### src/rtl/offset_counter_pkg.sv
package offset_counter_pkg;

  typedef enum logic {
    WRAP_START = 1'b0,
    WRAP_END   = 1'b1
  } wrap_mode_e;

endpackage

### src/rtl/cnt_stage.sv
module cnt_stage #(
  parameter int unsigned W = 4
) (
  input  logic         clk_i,
  input  logic         rst_ni,
  input  logic         en_p_i,
  input  logic         en_t_i,
  input  logic         clr_i,
  input  logic         ld_i,
  input  logic [W-1:0] ld_val_i,
  output logic [W-1:0] q_o,
  output logic         rco_o
);

  localparam logic [W-1:0] ALL_ONES = {W{1'b1}};

  logic [W-1:0] q_q, q_d;

  // clear > load > count
  always_comb begin
    q_d = q_q;
    if (clr_i)                 q_d = '0;
    else if (ld_i)             q_d = ld_val_i;
    else if (en_p_i && en_t_i) q_d = q_q + W'(1);
  end

  always_ff @(posedge clk_i or negedge rst_ni) begin
    if (!rst_ni) q_q <= '0;
    else         q_q <= q_d;
  end

  assign q_o   = q_q;
  assign rco_o = en_t_i && (q_q == ALL_ONES);

endmodule

### src/rtl/wrap_ctrl.sv
module wrap_ctrl
  import offset_counter_pkg::*;
#(
  parameter int unsigned W = 8
) (
  input  wrap_mode_e   mode_i,
  input  logic         en_p_i,
  input  logic         en_t_i,
  input  logic         carry_i,
  input  logic [W-1:0] count_i,
  input  logic [W-1:0] end_val_i,
  output logic         clr_o,
  output logic         ld_o
);

  logic run;
  logic end_hit;

  assign run     = en_p_i && en_t_i;
  assign end_hit = (count_i == end_val_i);

  // carry already includes en_t; en_p added so a held count never reloads
  assign ld_o  = (mode_i == WRAP_START) && carry_i && en_p_i;
  assign clr_o = (mode_i == WRAP_END) && end_hit && run;

endmodule

### src/rtl/offset_counter.sv
module offset_counter
  import offset_counter_pkg::*;
#(
  parameter int unsigned STAGE_W    = 4,
  parameter int unsigned NUM_STAGES = 1
) (
  input  logic                          clk_i,
  input  logic                          rst_ni,
  input  logic                          en_p_i,
  input  logic                          en_t_i,
  input  logic                          mode_i,
  input  logic [STAGE_W*NUM_STAGES-1:0] start_val_i,
  input  logic [STAGE_W*NUM_STAGES-1:0] end_val_i,
  output logic [STAGE_W*NUM_STAGES-1:0] count_o,
  output logic                          carry_o
);

  localparam int unsigned CNT_W = STAGE_W * NUM_STAGES;

  logic [NUM_STAGES:0] t_chain;
  logic [CNT_W-1:0]    count;
  logic                clr, ld;
  wrap_mode_e          mode;

  assign mode       = wrap_mode_e'(mode_i);
  assign t_chain[0] = en_t_i;

  for (genvar s = 0; s < NUM_STAGES; s++) begin : g_stage
    cnt_stage #(.W(STAGE_W)) u_stage (
      .clk_i    (clk_i),
      .rst_ni   (rst_ni),
      .en_p_i   (en_p_i),
      .en_t_i   (t_chain[s]),
      .clr_i    (clr),
      .ld_i     (ld),
      .ld_val_i (start_val_i[s*STAGE_W +: STAGE_W]),
      .q_o      (count[s*STAGE_W +: STAGE_W]),
      .rco_o    (t_chain[s+1])
    );
  end

  wrap_ctrl #(.W(CNT_W)) u_wrap (
    .mode_i    (mode),
    .en_p_i    (en_p_i),
    .en_t_i    (en_t_i),
    .carry_i   (t_chain[NUM_STAGES]),
    .count_i   (count),
    .end_val_i (end_val_i),
    .clr_o     (clr),
    .ld_o      (ld)
  );

  assign count_o = count;
  assign carry_o = t_chain[NUM_STAGES];

endmodule


### config.mk
export PLATFORM = sky130hd
export DESIGN_NAME = offset_counter
export DESIGN_NICKNAME = d
export VERILOG_FILES = /design/src/rtl/offset_counter_pkg.sv /design/src/rtl/cnt_stage.sv /design/src/rtl/wrap_ctrl.sv /design/src/rtl/offset_counter.sv
export SDC_FILE = /design/constraint.sdc
export NUM_CORES = 1
export LEC_CHECK = 0
export BUFFER_PORTS_ARGS = -buffer_cell sky130_fd_sc_hd__buf_4
export CORE_AREA = 2 2 39 41
export CTS_CLUSTER_SIZE = 28
export DETAILED_ROUTE_END_ITERATION = 16
export DIE_AREA = 0 0 41 43
export GPL_TIMING_DRIVEN = 0
export PLACE_DENSITY_LB_ADDON = 0.12
export SLEW_MARGIN = 20
export SYNTH_ARGS = -nofsm -noshare
export SYNTH_HDL_FRONTEND = slang
export SYNTH_SLANG_ARGS = --single-unit
### constraint.sdc
create_clock -name clk_i -period 5.3 [get_ports clk_i]
set_clock_uncertainty 0.2 [all_clocks]
set_input_delay 1.06 -clock clk_i [delete_from_list [all_inputs] [get_ports clk_i]]
set_output_delay 1.06 -clock clk_i [all_outputs]
set_load 0.02 [all_outputs]
==> reports/metrics.csv <==
stage;metric;value;unit
yosys;yosysMostFrequentCell;nand2_1;
global_routing;grt_first_pass_wirelength;1.21;mm
clock_tree;clock_latency;0.23;ns
critical_path;path_max_fanout;3;
critical_path;critical_path.endpoint;carry_o;
yosys;yosys.area_share.xor_xnor;0.113;
timing;fin_crit;2.75;ns
critical_path;cp-end-kind;output pin;
critical_path;crit_family;buffers and inverters;
placement;place.gp.congestion;0.642;
timing;setup_tns;0;ns
yosys;syn_avg_cell_area;8.62;sq um
global_routing;grt_usage;0.104;
die;die_w;41;um
critical_path;reg2reg_to;g_stage[0].u_stage.q_o[3];
status;status;completed;
timing;fmaxAchievable;364;MHz
power;p_switching;0.0000501;W
die;ios;18;
power;power-per-cell-area;291;mW/mm^2
power;power_frac_clock;0.262;
yosys;syn-num-nets;50;
clock_tree;cts_tree;done;
detailed_routing;via_count;326;
worst_hold_path;min_path_type;flop to flop;
die;die_area;0.00176;sq mm
die;fp.dieH;43;um
critical_path;path_buf_inv;2;
yosys;yosys.area.top_type;dfrtp_1;
die;floorplan.initialDensity;0.224;
global_routing;antenna_found_initial;0;
yosys;synth-compound-area-share;0.181;
placement;io_buffers;17;
yosys;synth-main-ff-cell;dfrtp_1;
finish;area_growth;54.8;%
power;p_int;0.0000898;W
detailed_routing;first_pass_iters;1;
clock_tree;clk_pin_slew;0.03;ns
yosys;synth-adder-area-share;0.0403;
yosys;synth_top_cell_area_share;0.323;
yosys;synth_commonest_cells;nand2_1 (7), dfrtp_1 (4), xor2_1 (4);
critical_path;startpoint;en_t_i;
critical_path;crit_slowest_cell;and4_4;
detailed_routing;drt_iter0_markers;0;
timing;max-slew-margin-rel;0.823;
yosys;synthSimpleGateAreaFrac;0.218;
critical_path;cp.arrival;1.49;ns
critical_path;reg2reg_slack;3.52;ns
finish;largest_register_ffs;4;
yosys;ys_ff_latch;4;
yosys;synth_warnings;0;
global_routing;grt_pass1_vias;297;
placement;dp_hpwl;613;um
critical_path;crit_chain;buf_4 > and4_4 > buf_4;
yosys;syn_area;310;sq um
critical_path;cp_num_cells;3;
critical_path;cp.required;4.04;ns
critical_path;path_common_cell;buf_4;
timing;hold_violations;0;
global_routing;grt_max_degree;8;
critical_path;ff2ff_path_depth;6;
yosys;synth_top_family_by_area;simple AND/OR/NAND/NOR gates;
finish;fin_nets;72;
timing;hold_ws;0.399;ns
yosys;yosysSeqAreaShare;0.323;
critical_path;max_stage_delay;0.20;ns
yosys;synthTopCellsByArea;dfrtp_1 (32%), xor2_1 (11%), nand2_1 (8.5%);
clock_tree;cts_root_buffer;clkbuf_4;
yosys;synth_edf_count;0;
finish;fillCellCount;150;
detailed_routing;vias_per_cell;4.53;
yosys;synth_mux_area_frac;0.0645;
clock_tree;cts_hold_buf;0;
critical_path;crit-reg2reg-launch;g_stage[0].u_stage.q_o[0];
power;p_comb_frac;0.393;
detailed_routing;routedWlPerCell;10.6;um
power;p_leak;0.252;nW
critical_path;crit_type;primary input to output pin;
clock_tree;cts_setup_buffers;0;
finish;drive_gt1_frac;0.411;
die;core;0.00138;sq mm
power;p_sw_frac;0.358;
power;vdd.ir_drop.worst;134;uV
timing;worst_pin_slew;0.264;ns
clock_tree;clock_path_buffers;2;
yosys;synth_cell_type_count;20;
clock_tree;h-tree-depth;1;
timing;rsz0062_at_grt;false;
finish;diodes;0;
detailed_routing;route.detailed.drc;0;
clock_tree;ctsResizeCount;0;
timing;slew_viol_final;0;
flow_run;cap_violations;0;
power;seq_power_share;0.346;
clock_tree;cts_buffers;3;
timing;fin_crit_sh;0.518;
global_routing;overflow;0;
critical_path;start_kind;primary input;
detailed_routing;ant_nets;0;
timing;setup_viol;0;
yosys;syn_inst;36;
clock_tree;cts_num_sinks;4;
yosys;synthArstFlopShare;1.00;
detailed_routing;wirelength;760;um
die;num_rows;14;
-- placed cells by master, fill, tap and decap left out, drive strengths merged --
cell type	n
a211o	1
a21o	1
a21oi	1
a22oi	1
and3	1
and4	1
buf	18
clkbuf	3
dfrtp	4
ha	1
inv	2
mux2i	2
nand2	7
nand3	1
nand4	1
nor2	2
nor3	1
o211ai	1
o21ai	3
xor2	4
-- logic make-up (layout without fill, tap and decap cells) --
| group | after synthesis | after routing |
|---|---|---|
| simple gates | 14 | 14 |
| xor+xnor | 4 | 4 |
| fa+ha+maj | 1 | 1 |
| compound gates | 8 | 8 |
| mux | 2 | 2 |
| flops | 4 | 4 |
| buf+inv | 3 | 23 |
-- final cells by class --
type,instances,area (sq um),share of cell area
Buffer,1,11.3,0.0234
Clock buffer,3,22.5,0.0469
Inverter,2,7.51,0.0156
Multi-Input combinational cell,29,191,0.398
Sequential cell,4,100,0.208
Tap cell,16,20.0,0.0417
Timing Repair Buffer,17,128,0.266
-- power groups by stage --
stage	combinational, W	clock, W	sequential [W]
3_3_place_gp	0.0000562	0	0.0000487
4_1_cts	0.0000560	0.0000391	0.0000486
2_1_floorplan	0.0000242	0	0.0000545
3_5_place_dp	0.0000557	0	0.0000489
6_report	0.0000549	0.0000366	0.0000484
5_1_grt	0.0000605	0.0000414	0.0000502
-- worst min-delay path by stage --
stage	startpoint	end	slack [ns]	depth (start not counted)
floorplan	g_stage[0].u_stage.q_o[1]	g_stage[0].u_stage.q_o[1]	0.45	2
global placement	g_stage[0].u_stage.q_o[1]	g_stage[0].u_stage.q_o[1]	0.39	2
detailed placement	g_stage[0].u_stage.q_o[1]	g_stage[0].u_stage.q_o[1]	0.40	2
CTS	rst_ni	g_stage[0].u_stage.q_o[0]	0.40	1
global route	rst_ni	g_stage[0].u_stage.q_o[1]	0.40	1
finish	g_stage[0].u_stage.q_o[1]	g_stage[0].u_stage.q_o[1]	0.40	2
-- layer usage --
layer  GRT usage  wire, um  up-vias
met5           0         0        -
met4      0.0800        14        0
met3      0.0314        58        2
met2       0.147       363       12
met1       0.125       323      146
li1            -         -      166
-- per-stage QoR --
| stage | std cells | setup slack, ns | power, W | util | instance area, sq um |
|---|---|---|---|---|---|
| detailed placement | 69 | 2.55 | 0.000105 | 0.331 | 458 |
| CTS | 72 | 2.55 | 0.000144 | 0.347 | 480 |
| floorplan | 36 | 2.74 | 0.0000787 | - | 310 |
| global placement | 69 | 2.55 | 0.000105 | 0.331 | 458 |
| finish | 72 | 2.55 | 0.000140 | 0.347 | 480 |
| global route | 72 | 2.53 | 0.000152 | 0.347 | 480 |
-- tightest hold or removal path: cells and delay by family, from the launching register on --
kind	cells	cell delay, ns
AND/OR/NAND/NOR	1	0.07
flip-flops	1	0.42
AO/OA/AOI/OAI	1	0.07
Power figures use the tool's default switching activity.
